`src/rtl/alu_core_pkg.sv`:
```
package alu_core_pkg;

    localparam int WORD_W = 32;
    localparam int IMM_W  = 16;
    localparam int SH_W   = $clog2(WORD_W);
    localparam int OP_W   = 4;

    typedef logic [WORD_W-1:0] word_t;

    typedef enum logic [OP_W-1:0] {
        OP_ADD   = 4'd0,
        OP_SUB   = 4'd1,
        OP_AND   = 4'd2,
        OP_OR    = 4'd3,
        OP_NOR   = 4'd4,
        OP_SLL   = 4'd5,
        OP_SRL   = 4'd6,
        OP_SLT   = 4'd7,
        OP_SLTU  = 4'd8,
        OP_UPPER = 4'd9,
        OP_ADDI  = 4'd10,
        OP_SLTI  = 4'd11,
        OP_SLTIU = 4'd12,
        OP_ANDI  = 4'd13,
        OP_ORI   = 4'd14,
        OP_RSVD  = 4'd15
    } alu_op_e;

    typedef enum logic [2:0] {
        U_ARITH,
        U_LOGIC,
        U_SHIFT,
        U_CMP,
        U_UPPER,
        U_NONE
    } unit_e;

    typedef enum logic [1:0] {
        LG_AND,
        LG_OR,
        LG_NOR
    } logic_e;

    typedef struct packed {
        unit_e  unit;
        logic   use_imm;
        logic   imm_signed;
        logic   subtract;
        logic   cmp_signed;
        logic   shift_left;
        logic_e lop;
    } ctl_t;

    function automatic ctl_t decode(alu_op_e op);
        ctl_t c;
        c.unit       = U_NONE;
        c.use_imm    = 1'b0;
        c.imm_signed = 1'b0;
        c.subtract   = 1'b0;
        c.cmp_signed = 1'b0;
        c.shift_left = 1'b0;
        c.lop        = LG_AND;
        case (op)
            OP_ADD:   c.unit = U_ARITH;
            OP_SUB:   begin c.unit = U_ARITH; c.subtract = 1'b1; end
            OP_AND:   begin c.unit = U_LOGIC; c.lop = LG_AND; end
            OP_OR:    begin c.unit = U_LOGIC; c.lop = LG_OR;  end
            OP_NOR:   begin c.unit = U_LOGIC; c.lop = LG_NOR; end
            OP_SLL:   begin c.unit = U_SHIFT; c.shift_left = 1'b1; end
            OP_SRL:   c.unit = U_SHIFT;
            OP_SLT:   begin c.unit = U_CMP; c.subtract = 1'b1; c.cmp_signed = 1'b1; end
            OP_SLTU:  begin c.unit = U_CMP; c.subtract = 1'b1; end
            OP_UPPER: c.unit = U_UPPER;
            OP_ADDI:  begin c.unit = U_ARITH; c.use_imm = 1'b1; c.imm_signed = 1'b1; end
            OP_SLTI:  begin
                c.unit = U_CMP; c.use_imm = 1'b1; c.imm_signed = 1'b1;
                c.subtract = 1'b1; c.cmp_signed = 1'b1;
            end
            OP_SLTIU: begin
                c.unit = U_CMP; c.use_imm = 1'b1; c.imm_signed = 1'b1;
                c.subtract = 1'b1;
            end
            OP_ANDI:  begin c.unit = U_LOGIC; c.use_imm = 1'b1; c.lop = LG_AND; end
            OP_ORI:   begin c.unit = U_LOGIC; c.use_imm = 1'b1; c.lop = LG_OR;  end
            default:  c.unit = U_NONE;
        endcase
        return c;
    endfunction

    function automatic word_t widen_imm(logic [IMM_W-1:0] imm, logic sgn);
        return {{(WORD_W-IMM_W){sgn & imm[IMM_W-1]}}, imm};
    endfunction

    function automatic word_t place_upper(logic [IMM_W-1:0] imm);
        return {imm, {(WORD_W-IMM_W){1'b0}}};
    endfunction

endpackage

```
`src/rtl/alu_addsub.sv`:
```
module alu_addsub #(
    parameter int W = 32
) (
    input  logic [W-1:0] a_i,
    input  logic [W-1:0] b_i,
    input  logic         sub_i,
    output logic [W-1:0] sum_o,
    output logic         carry_o
);
    logic [W-1:0] b_eff;
    logic [W:0]   full;

    assign b_eff = sub_i ? ~b_i : b_i;
    assign full  = {1'b0, a_i} + {1'b0, b_eff} + {{W{1'b0}}, sub_i};
    assign sum_o   = full[W-1:0];
    assign carry_o = full[W];
endmodule

```
`src/rtl/alu_cmp.sv`:
```
module alu_cmp (
    input  logic a_msb_i,
    input  logic b_msb_i,
    input  logic diff_msb_i,
    input  logic carry_i,
    input  logic signed_i,
    output logic lt_o
);
    logic lt_signed;
    logic lt_unsigned;

    // differing signs: the negative operand is the smaller one
    assign lt_signed   = (a_msb_i ^ b_msb_i) ? a_msb_i : diff_msb_i;
    // a - b borrows exactly when a < b as magnitudes
    assign lt_unsigned = ~carry_i;
    assign lt_o = signed_i ? lt_signed : lt_unsigned;
endmodule

```
`src/rtl/alu_logic.sv`:
```
module alu_logic
    import alu_core_pkg::*;
#(
    parameter int W = 32
) (
    input  logic [W-1:0] a_i,
    input  logic [W-1:0] b_i,
    input  logic_e       lop_i,
    output logic [W-1:0] y_o
);
    always_comb begin
        case (lop_i)
            LG_AND:  y_o = a_i & b_i;
            LG_OR:   y_o = a_i | b_i;
            LG_NOR:  y_o = ~(a_i | b_i);
            default: y_o = '0;
        endcase
    end
endmodule

```
`src/rtl/alu_shift.sv`:
```
module alu_shift #(
    parameter int W  = 32,
    parameter int SW = $clog2(W)
) (
    input  logic [W-1:0]  val_i,
    input  logic [SW-1:0] amt_i,
    input  logic          left_i,
    output logic [W-1:0]  y_o
);
    logic [W-1:0] stage [SW+1];

    assign stage[0] = val_i;

    for (genvar i = 0; i < SW; i++) begin : g_stage
        localparam int DIST = 2 ** i;
        logic [W-1:0] moved;
        assign moved = left_i ? (stage[i] << DIST) : (stage[i] >> DIST);
        assign stage[i+1] = amt_i[i] ? moved : stage[i];
    end

    assign y_o = stage[SW];
endmodule

```
`src/rtl/alu_core.sv`:
```
module alu_core
    import alu_core_pkg::*;
(
    input  logic [WORD_W-1:0] a_i,
    input  logic [WORD_W-1:0] b_i,
    input  logic [SH_W-1:0]   shamt_i,
    input  logic [IMM_W-1:0]  imm_i,
    input  logic [OP_W-1:0]   op_i,
    output logic [WORD_W-1:0] result_o,
    output logic              zero_o
);
    ctl_t  ctl;
    word_t opnd_b;
    word_t arith_y;
    logic  arith_carry;
    word_t logic_y;
    word_t shift_y;
    logic  lt;

    assign ctl    = decode(alu_op_e'(op_i));
    assign opnd_b = ctl.use_imm ? widen_imm(imm_i, ctl.imm_signed) : b_i;

    alu_addsub #(.W(WORD_W)) u_addsub (
        .a_i     (a_i),
        .b_i     (opnd_b),
        .sub_i   (ctl.subtract),
        .sum_o   (arith_y),
        .carry_o (arith_carry)
    );

    alu_cmp u_cmp (
        .a_msb_i    (a_i[WORD_W-1]),
        .b_msb_i    (opnd_b[WORD_W-1]),
        .diff_msb_i (arith_y[WORD_W-1]),
        .carry_i    (arith_carry),
        .signed_i   (ctl.cmp_signed),
        .lt_o       (lt)
    );

    alu_logic #(.W(WORD_W)) u_logic (
        .a_i   (a_i),
        .b_i   (opnd_b),
        .lop_i (ctl.lop),
        .y_o   (logic_y)
    );

    alu_shift #(.W(WORD_W), .SW(SH_W)) u_shift (
        .val_i  (b_i),
        .amt_i  (shamt_i),
        .left_i (ctl.shift_left),
        .y_o    (shift_y)
    );

    always_comb begin
        case (ctl.unit)
            U_ARITH: result_o = arith_y;
            U_LOGIC: result_o = logic_y;
            U_SHIFT: result_o = shift_y;
            U_CMP:   result_o = {{(WORD_W-1){1'b0}}, lt};
            U_UPPER: result_o = place_upper(imm_i);
            default: result_o = '0;
        endcase
    end

    assign zero_o = ~|result_o;
endmodule

```
`config.mk`:
```
export PLATFORM = sky130hd
export DESIGN_NAME = alu_core
export DESIGN_NICKNAME = d
export VERILOG_FILES = /design/src/rtl/alu_core_pkg.sv /design/src/rtl/alu_addsub.sv /design/src/rtl/alu_cmp.sv /design/src/rtl/alu_logic.sv /design/src/rtl/alu_shift.sv /design/src/rtl/alu_core.sv
export SDC_FILE = /design/constraint.sdc
export NUM_CORES = 1
export LEC_CHECK = 0
export BUFFER_PORTS_ARGS = -buffer_cell sky130_fd_sc_hd__clkbuf_2
export CAP_MARGIN = 20
export CORE_MARGIN = 2
export CORE_UTILIZATION = 25
export DETAILED_ROUTE_END_ITERATION = 8
export MAX_ROUTING_LAYER = met4
export SYNTH_ARGS = -nofsm -noshare
export SYNTH_HDL_FRONTEND = slang
export SYNTH_SLANG_ARGS = --single-unit
export TNS_END_PERCENT = 20
```
`constraint.sdc`:
```
create_clock -name vclk -period 9.79
set_input_delay 0.4895 -clock vclk [all_inputs]
set_output_delay 0.4895 -clock vclk [all_outputs]
set_load 0.01 [all_outputs]
```
### Word level (Yosys, flattened, before mapping)

Index checks and enable logic that the tools add are counted.

| operators by class | value |
|---|---|
| add/sub/neg operators | 2 |
| equal/unequal tests | 20 |
| multiplexer cells | 23 |
| bitwise logic cells | 7 |
| reductions and logical operators | 14 |

Operator list:

| operator | number |
|---|---|
| 2-to-1 mux 32 bit | 12 |
| case mux 32 bit (5 select lines) | 1 |
| case mux 32 bit (3 select lines) | 1 |
| inverter 32 bit | 2 |
| adder 32 x 32 -> 33 bit | 1 |
| adder 33 x 1 -> 33 bit | 1 |
| bitwise AND 32 bit | 1 |
| bitwise OR 32 bit | 1 |
| OR reduction 32 bit | 1 |
| == test 4 bit (second input constant) | 7 |
| == test 4 x 3 -> 1 bit (second input constant) | 4 |
| case mux 3 bit (5 select lines) | 1 |
| OR reduction 5 bit | 3 |
| == test 4 x 2 -> 1 bit (second input constant) | 2 |
| 2-to-1 mux 1 bit | 7 |
| == test 3 x 2 -> 1 bit (second input constant) | 2 |
| OR reduction 2 bit | 3 |
| OR reduction 3 bit | 2 |
| == test 4 x 1 -> 1 bit (second input constant) | 1 |
| logical NOT 4 bit | 1 |
| case mux 2 bit (2 select lines) | 1 |
| OR reduction 4 bit | 1 |
| == test 3 x 1 -> 1 bit (second input constant) | 1 |
| == test 3 bit (second input constant) | 1 |
| 8 further kinds | 8 |

| storage, ports and cells | value |
|---|---|
| register bits | 0 |
| output and inout bits | 33 |
| logic and storage cells | 66 |

### Longest topological paths before layout

Gate-level depths: netlist of the first run.

| logic depth | value |
|---|---|
| depth in word-level cells | 15 |
| depth in mapped cells | 22 |

### Modules after synthesis

Synthesis of the first run repeated with hierarchy kept, for this count alone.

| unflattened totals | value |
|---|---|
| cell total of the unflattened synthesis | 1290 |
| area, all modules | 9115.0 µm² |

By module, submodules not included:

| module | instances | cells an instance | area an instance (µm²) |
|---|---|---|---|
| alu_shift | 1 | 612 | 4146.5 |
| alu_addsub | 1 | 279 | 2045.7 |
| alu_core | 1 | 285 | 1936.9 |
| alu_logic | 1 | 110 | 962.2 |
| alu_cmp | 1 | 4 | 23.8 |

### Least setup slack after synthesis of the first run

Ideal clock, no wire load.

| timing | value |
|---|---|
| path kind | input -> output |
| from | input port op_i[0] |
| to | output port zero_o |
| arrival | 5.022 ns |
| data required time | 9.300 ns |
| setup slack | 4.278 ns |
| stages | 20 |
| path buffers | 4 |
| cells stage by stage | buf_2 > and3_1 > a211oi_4 > buf_4 > clkbuf_1 > mux2i_1 > xnor2_1 > ha_1 > clkbuf_1 > a21oi_1 > nor2b_1 > o21ai_0 > nand2_1 > a32oi_1 > o41ai_1 > or3b_1 > or4b_1 > nor4_1 > and4_1 > and4b_1 |

| between the ends | value |
|---|---|
| longest elaborated chain between the ends | 15 |
| elaborated cells between the ends (all ways) | 66 |

RTL lines:

| item | line | RTL |
|---|---|---|
| start, declared | alu_core.sv:8 | `input logic [OP_W-1:0] op_i,` |
| branches (longest 12 deep; another with adder 32 x 32 -> 33 bit) | - |  |
| case mux 32 bit (5 select lines) * | alu_core.sv:55 | `case (ctl.unit)` |
| net result_o[18] | alu_core.sv:9 | `output logic [WORD_W-1:0] result_o,` |
| OR reduction 32 bit * | alu_core.sv:65 | `assign zero_o = ~\|result_o;` |
| logical NOT 1 bit * | alu_core.sv:65 |  |
| end, declared | alu_core.sv:10 | `output logic zero_o` |

Mark *: on every way through the listed nets, which the timed path passes.

### Final worst setup path of the first run

| timing | value |
|---|---|
| from | input port op_i[2] |
| to | output port zero_o |

| between the ends | value |
|---|---|
| longest elaborated chain between the ends | 15 |
| elaborated cells between the ends (all ways) | 66 |

RTL lines:

| item | line |
|---|---|
| branches (longest 12 deep; another with adder 32 x 32 -> 33 bit) | - |
| case mux 32 bit (5 select lines) * | alu_core.sv:55 |
| OR reduction 32 bit * | alu_core.sv:65 |
| logical NOT 1 bit * | alu_core.sv:65 |

Every way passes the cells marked *.

==> results of run 1 <==
[cell families after synthesis]
kind of cell               after synthesis  synth area share [%]
and+or+nand+nor                        567                  30.2
buffers and inverters                  180                  8.61
AOI/OAI and AO/OA                      546                  40.1
adders and majority gates               44                  5.75
xor gates and xnor gates                46                  4.29
muxes                                   82                  11.1
[cells in the final DEF, fill, tap and decap left out, drive strengths merged, types with 24 or more instances in the layout]
master	n
mux2i	50
ha	36
nand4	24
a31oi	33
nand2b	29
o211ai	38
nand2	142
nor3	59
a211oi	32
clkbuf	120
nor2	128
nand3	51
buf	31
xnor2	38
inv	24
o21ai	98
a21oi	115
[how the worst min path moves through the flow]
stage	endpoint	slack (ps)
floorplan	result_o[8]	1170
global placement	result_o[28]	1520
detailed placement	result_o[28]	1520
CTS	result_o[28]	1520
global route	result_o[28]	1550
finish	result_o[28]	1530
[synth_stat cells (all sizes together), types with 11 or more instances]
library cell and number:
a31oi 33, clkbuf 84, a211o 11, nand2 142, o21ai 98, or2 16
and2 12, ha 36, inv 24, mux4 16, nand2b 29, nor3 59
nor2 128, xnor2 38, mux2 16, nor4 11, buf 69, o211ai 38
and3 14, or3 17, a221oi 14, o22ai 22, nand4 24, o31ai 12
a211oi 32, a21o 22, nor2b 20, mux2i 50, a21oi 115, o2111ai 12
nand3 51
[cell type report]
cell class	instances	area [sq um]
diodes	1	2.50
fillers	4226	27100
inverters	27	101
multi-input cells	1285	8630
well taps	474	593
repair buffers	151	833
[critical path, stage by stage]
cell and delay (ps):
clkbuf_2 410, inv_2 380, nand2_1 180, o211ai_1 850, buf_4 460, a21boi_0 190, fa_1 440, nand2b_1 230
a21o_1 240, a21o_1 250, and4_1 220, o31ai_1 350, xor2_1 170, a221oi_1 420, o21ai_0 360, nor4_1 330
and4_1 220, and4b_1 250, clkbuf_2 150
[report_power, final]
part,internal [mW],total [mW],switching (mW)
clock,0.0000000143,0.0000000143,0
combinational,0.297,0.911,0.615
sequential,0,0,0
[routing by layer]
layer  GRT usage, %  vias to the layer above  part of all wire [%]
met5              -                        -                     0
met2           49.4                      952                    44
met1           40.5                     6295                    39
met3           5.20                      229                    10
li1               -                     5651                     -
met4           15.9                        0                   6.8
[per-stage QoR]
step           hold WS, ps  setup WS (ps)  instances
2_1_floorplan         1170           4280       1465
3_3_place_gp          1520           2890       1937
3_5_place_dp          1520           2840       1937
4_1_cts               1520           2810       1937
5_1_grt               1550           2320       1938
6_report              1530           2670       1938
==> results.cfg, run 1 <==
[timing]
setup_viol = 0
clock.fmax_mhz = 140
hold_violations = 0
period_needed_ps = 7120
setup_tns_ps = 0
slew_viol_final = 0
rsz0062_at_grt = false
period_share_pct = 72.8
slew-limit-headroom_pct = 22.4
worst_pin_slew_ps = 1140

[logic_synthesis]
ys_types = 95
synth_seq_area_share_pct = 0
syn_avg_cell_area_sq_um = 6.42
synth_top_area_share_pct = 6.12
ys_warn_count = 0
syn_area_sq_um = 9400
syn_inst = 1465
syn_nets = 1591
synthTopCellsByArea = a21oi_1 6.1%, nand2_1 5.7%, mux2i_1 5.3%
yosysTopAreaCell = a21oi_1

[layout]
final_area_sq_um = 10200
flops_and_latches = 0
clkbuf_count = 0
regArea_sq_um = 0
post-route-util_pct = 27.2
drive_gt1_share_pct = 15.2
area_delta_synth_final_pct = 8.09
fin_nets = 1591

[min_path]
hp-start = a_i[28]
hp-class = input pin to output port
hold-path-cell-count = 4

[routing]
first_pass_iters = 6
wire_per_inst_um = 32.2
viasPerCell = 6.77
drt_iter0_markers = 2036
drc = 0
ant_nets = 0
via_count = 13100
wl_mm = 62.4

[power_and_ir_drop]
powerDensity_nw_per_um2 = 89.7
irDropWorstVdd_mv = 0.0407
p_leak_nw = 3.81
finalPower_mw = 0.911

[die]
io_pins = 122
row_count = 71
core_region_area_sq_um = 37300
die_w_um = 198
die_h_um = 198
initial_core_util_pct = 25.2
dieArea_sq_um = 39200

[grt]
grt_max_degree = 84
grtUsageTotal_pct = 32.0
overflow = 0
grt_pass1_wl_mm = 89.2
first_global_vias = 12000
grt_antenna_before_repair = 1

[setup_path]
worstSetupEndpointType = output port
critPathMaxFanout = 34
critical_path_class = input pin to output port
startpoint_type = input pin
crit_end = zero_o
crit_start = op_i[2]
cp.required_ps = 9300
cp_data_arrival_time_ps = 6630

[clock_tree]
postCtsSetupRepairBufs = 0
holdBufCountCts = 0
ctsResizeCount = 0

[outcome]
status = completed

[run]
drv_cap = 0

[place]
place_area_sq_um = 10200
portBuffers = 122
place_congestion = 1.07
hpwl_mm = 48.2
No activity file was read; power rests on OpenSTA's default activity.
==> inputs of run 2 (changes only) <==
Clock period 9.79 ns to 6.9 ns, I/O delays scaled along.
==> run 2 against run 1 <==
Sequential share of layout area is the same. Non-clock buffer count rose by 18. Global-route usage fell by 0.95 points. Via count rose by 0.59%. Critical path depth is 1 higher. Count of clock-buffer cells in the layout unchanged. Die area unchanged. Critical endpoint unchanged.
==> results.cfg, run 2 (same netlist as run 1, synthesis figures left out) <==
[layout]
flops_and_latches = 0
instances_no_fill = 1957
final_common_cell = nand2_1
final_area_sq_um = 10300
clkbuf_count = 0
nFillCells = 4237
regArea_sq_um = 0
final_cell_mix = 142 x nand2_1, 128 x nor2_1, 120 x clkbuf_2, 114 x a21oi_1, 94 x o21ai_0
fin_nets = 1609
area_delta_synth_final_pct = 9.77
drive_gt1_share_pct = 16.1

[routing]
via_count = 13200
drc = 0
ant_nets = 0
drt_iter0_markers = 2171
first_pass_iters = 6
viasPerCell = 6.75
wl_mm = 61.2
wire_per_inst_um = 31.3

[timing]
slew-limit-headroom_pct = 22.7
setup_viol = 0
clock.fmax_mhz = 156
setup_tns_ps = 0
slew_viol_final = 0
period_needed_ps = 6390
rsz0062_at_grt = false
worst_pin_slew_ps = 1150
hold_violations = 0
period_share_pct = 92.6

[place]
place_congestion = 1.06
hpwl_mm = 47.8
dp_cells = 1955
place_area_sq_um = 10300
portBuffers = 122

[grt]
overflow = 0
grt_max_degree = 61
grt_pass1_wl_mm = 87.1
grt_antenna_before_repair = 2
first_global_vias = 12200
grtUsageTotal_pct = 31.1

[die]
row_count = 71
die_h_um = 198
core_region_area_sq_um = 37300
die_w_um = 198
initial_core_util_pct = 25.2
dieArea_sq_um = 39200
io_pins = 122

[setup_path]
critical_path_class = input pin to output port
cp_cell_sequence = clkbuf_2, inv_2, a211oi_4, buf_4, mux2i_1, xnor2_1, inv_1, fa_1, nand2b_1, a21o_1, a21o_1, nand2_1, xnor2_1, o211ai_1, or4_1, or4b_1, nor4_1, and4_1, and4b_1, clkbuf_2
critPathMaxFanout = 28
crit_cells = 20
startpoint_type = input pin
cpPeakStageDelay_ps = 610
worst-path-buf-inv = 5
cp_data_arrival_time_ps = 6050
worstSetupEndpointType = output port
cp.required_ps = 6550
cpMaxStageDelayCell = or4_1
crit_family = simple AND/OR/NAND/NOR gates

[min_path]
hp-start = a_i[28]
hp-class = input pin to output port
hold_end = result_o[28]
hold-path-cell-count = 4

[clock_tree]
ctsResizeCount = 0
postCtsSetupRepairBufs = 0
holdBufCountCts = 0

[run]
drv_cap = 0

[outcome]
status = completed
run 2: worst max-delay path by stage:
stage          startpoint      to  slack (ps)
4_1_cts           op_i[2]  zero_o         640
5_1_grt           op_i[2]  zero_o         290
3_3_place_gp      op_i[0]  zero_o         610
2_1_floorplan     op_i[0]  zero_o        1680
6_report          op_i[2]  zero_o         510
3_5_place_dp      op_i[2]  zero_o         680
run 2: per-stage QoR:
| stage | hold slack (ps) | setup WS (ps) | utilization (%) |
|---|---|---|---|
| after floorplan | 879 | 1680 | - |
| after global placement | 1220 | 613 | 27.6 |
| after detailed placement | 1210 | 683 | 27.6 |
| after CTS | 1220 | 641 | 27.6 |
| after global routing | 1260 | 285 | 27.7 |
| final | 1230 | 507 | 27.7 |
run 2: layout make-up:
cell class | instances | area, sq um | share of cell area (%)
antenna | 2 | 5.00 | 0.0485
inverter | 27 | 101 | 0.982
multi-input combinational | 1285 | 8630 | 83.6
tap | 474 | 593 | 5.75
timing repair buffer | 169 | 993 | 9.63
run 2: layer usage:
layer  global-route usage [%]  wire, um
met5                        -         0
met4                     18.0      4680
met3                     5.14      6270
met2                     48.5     26800
met1                     37.8     23500
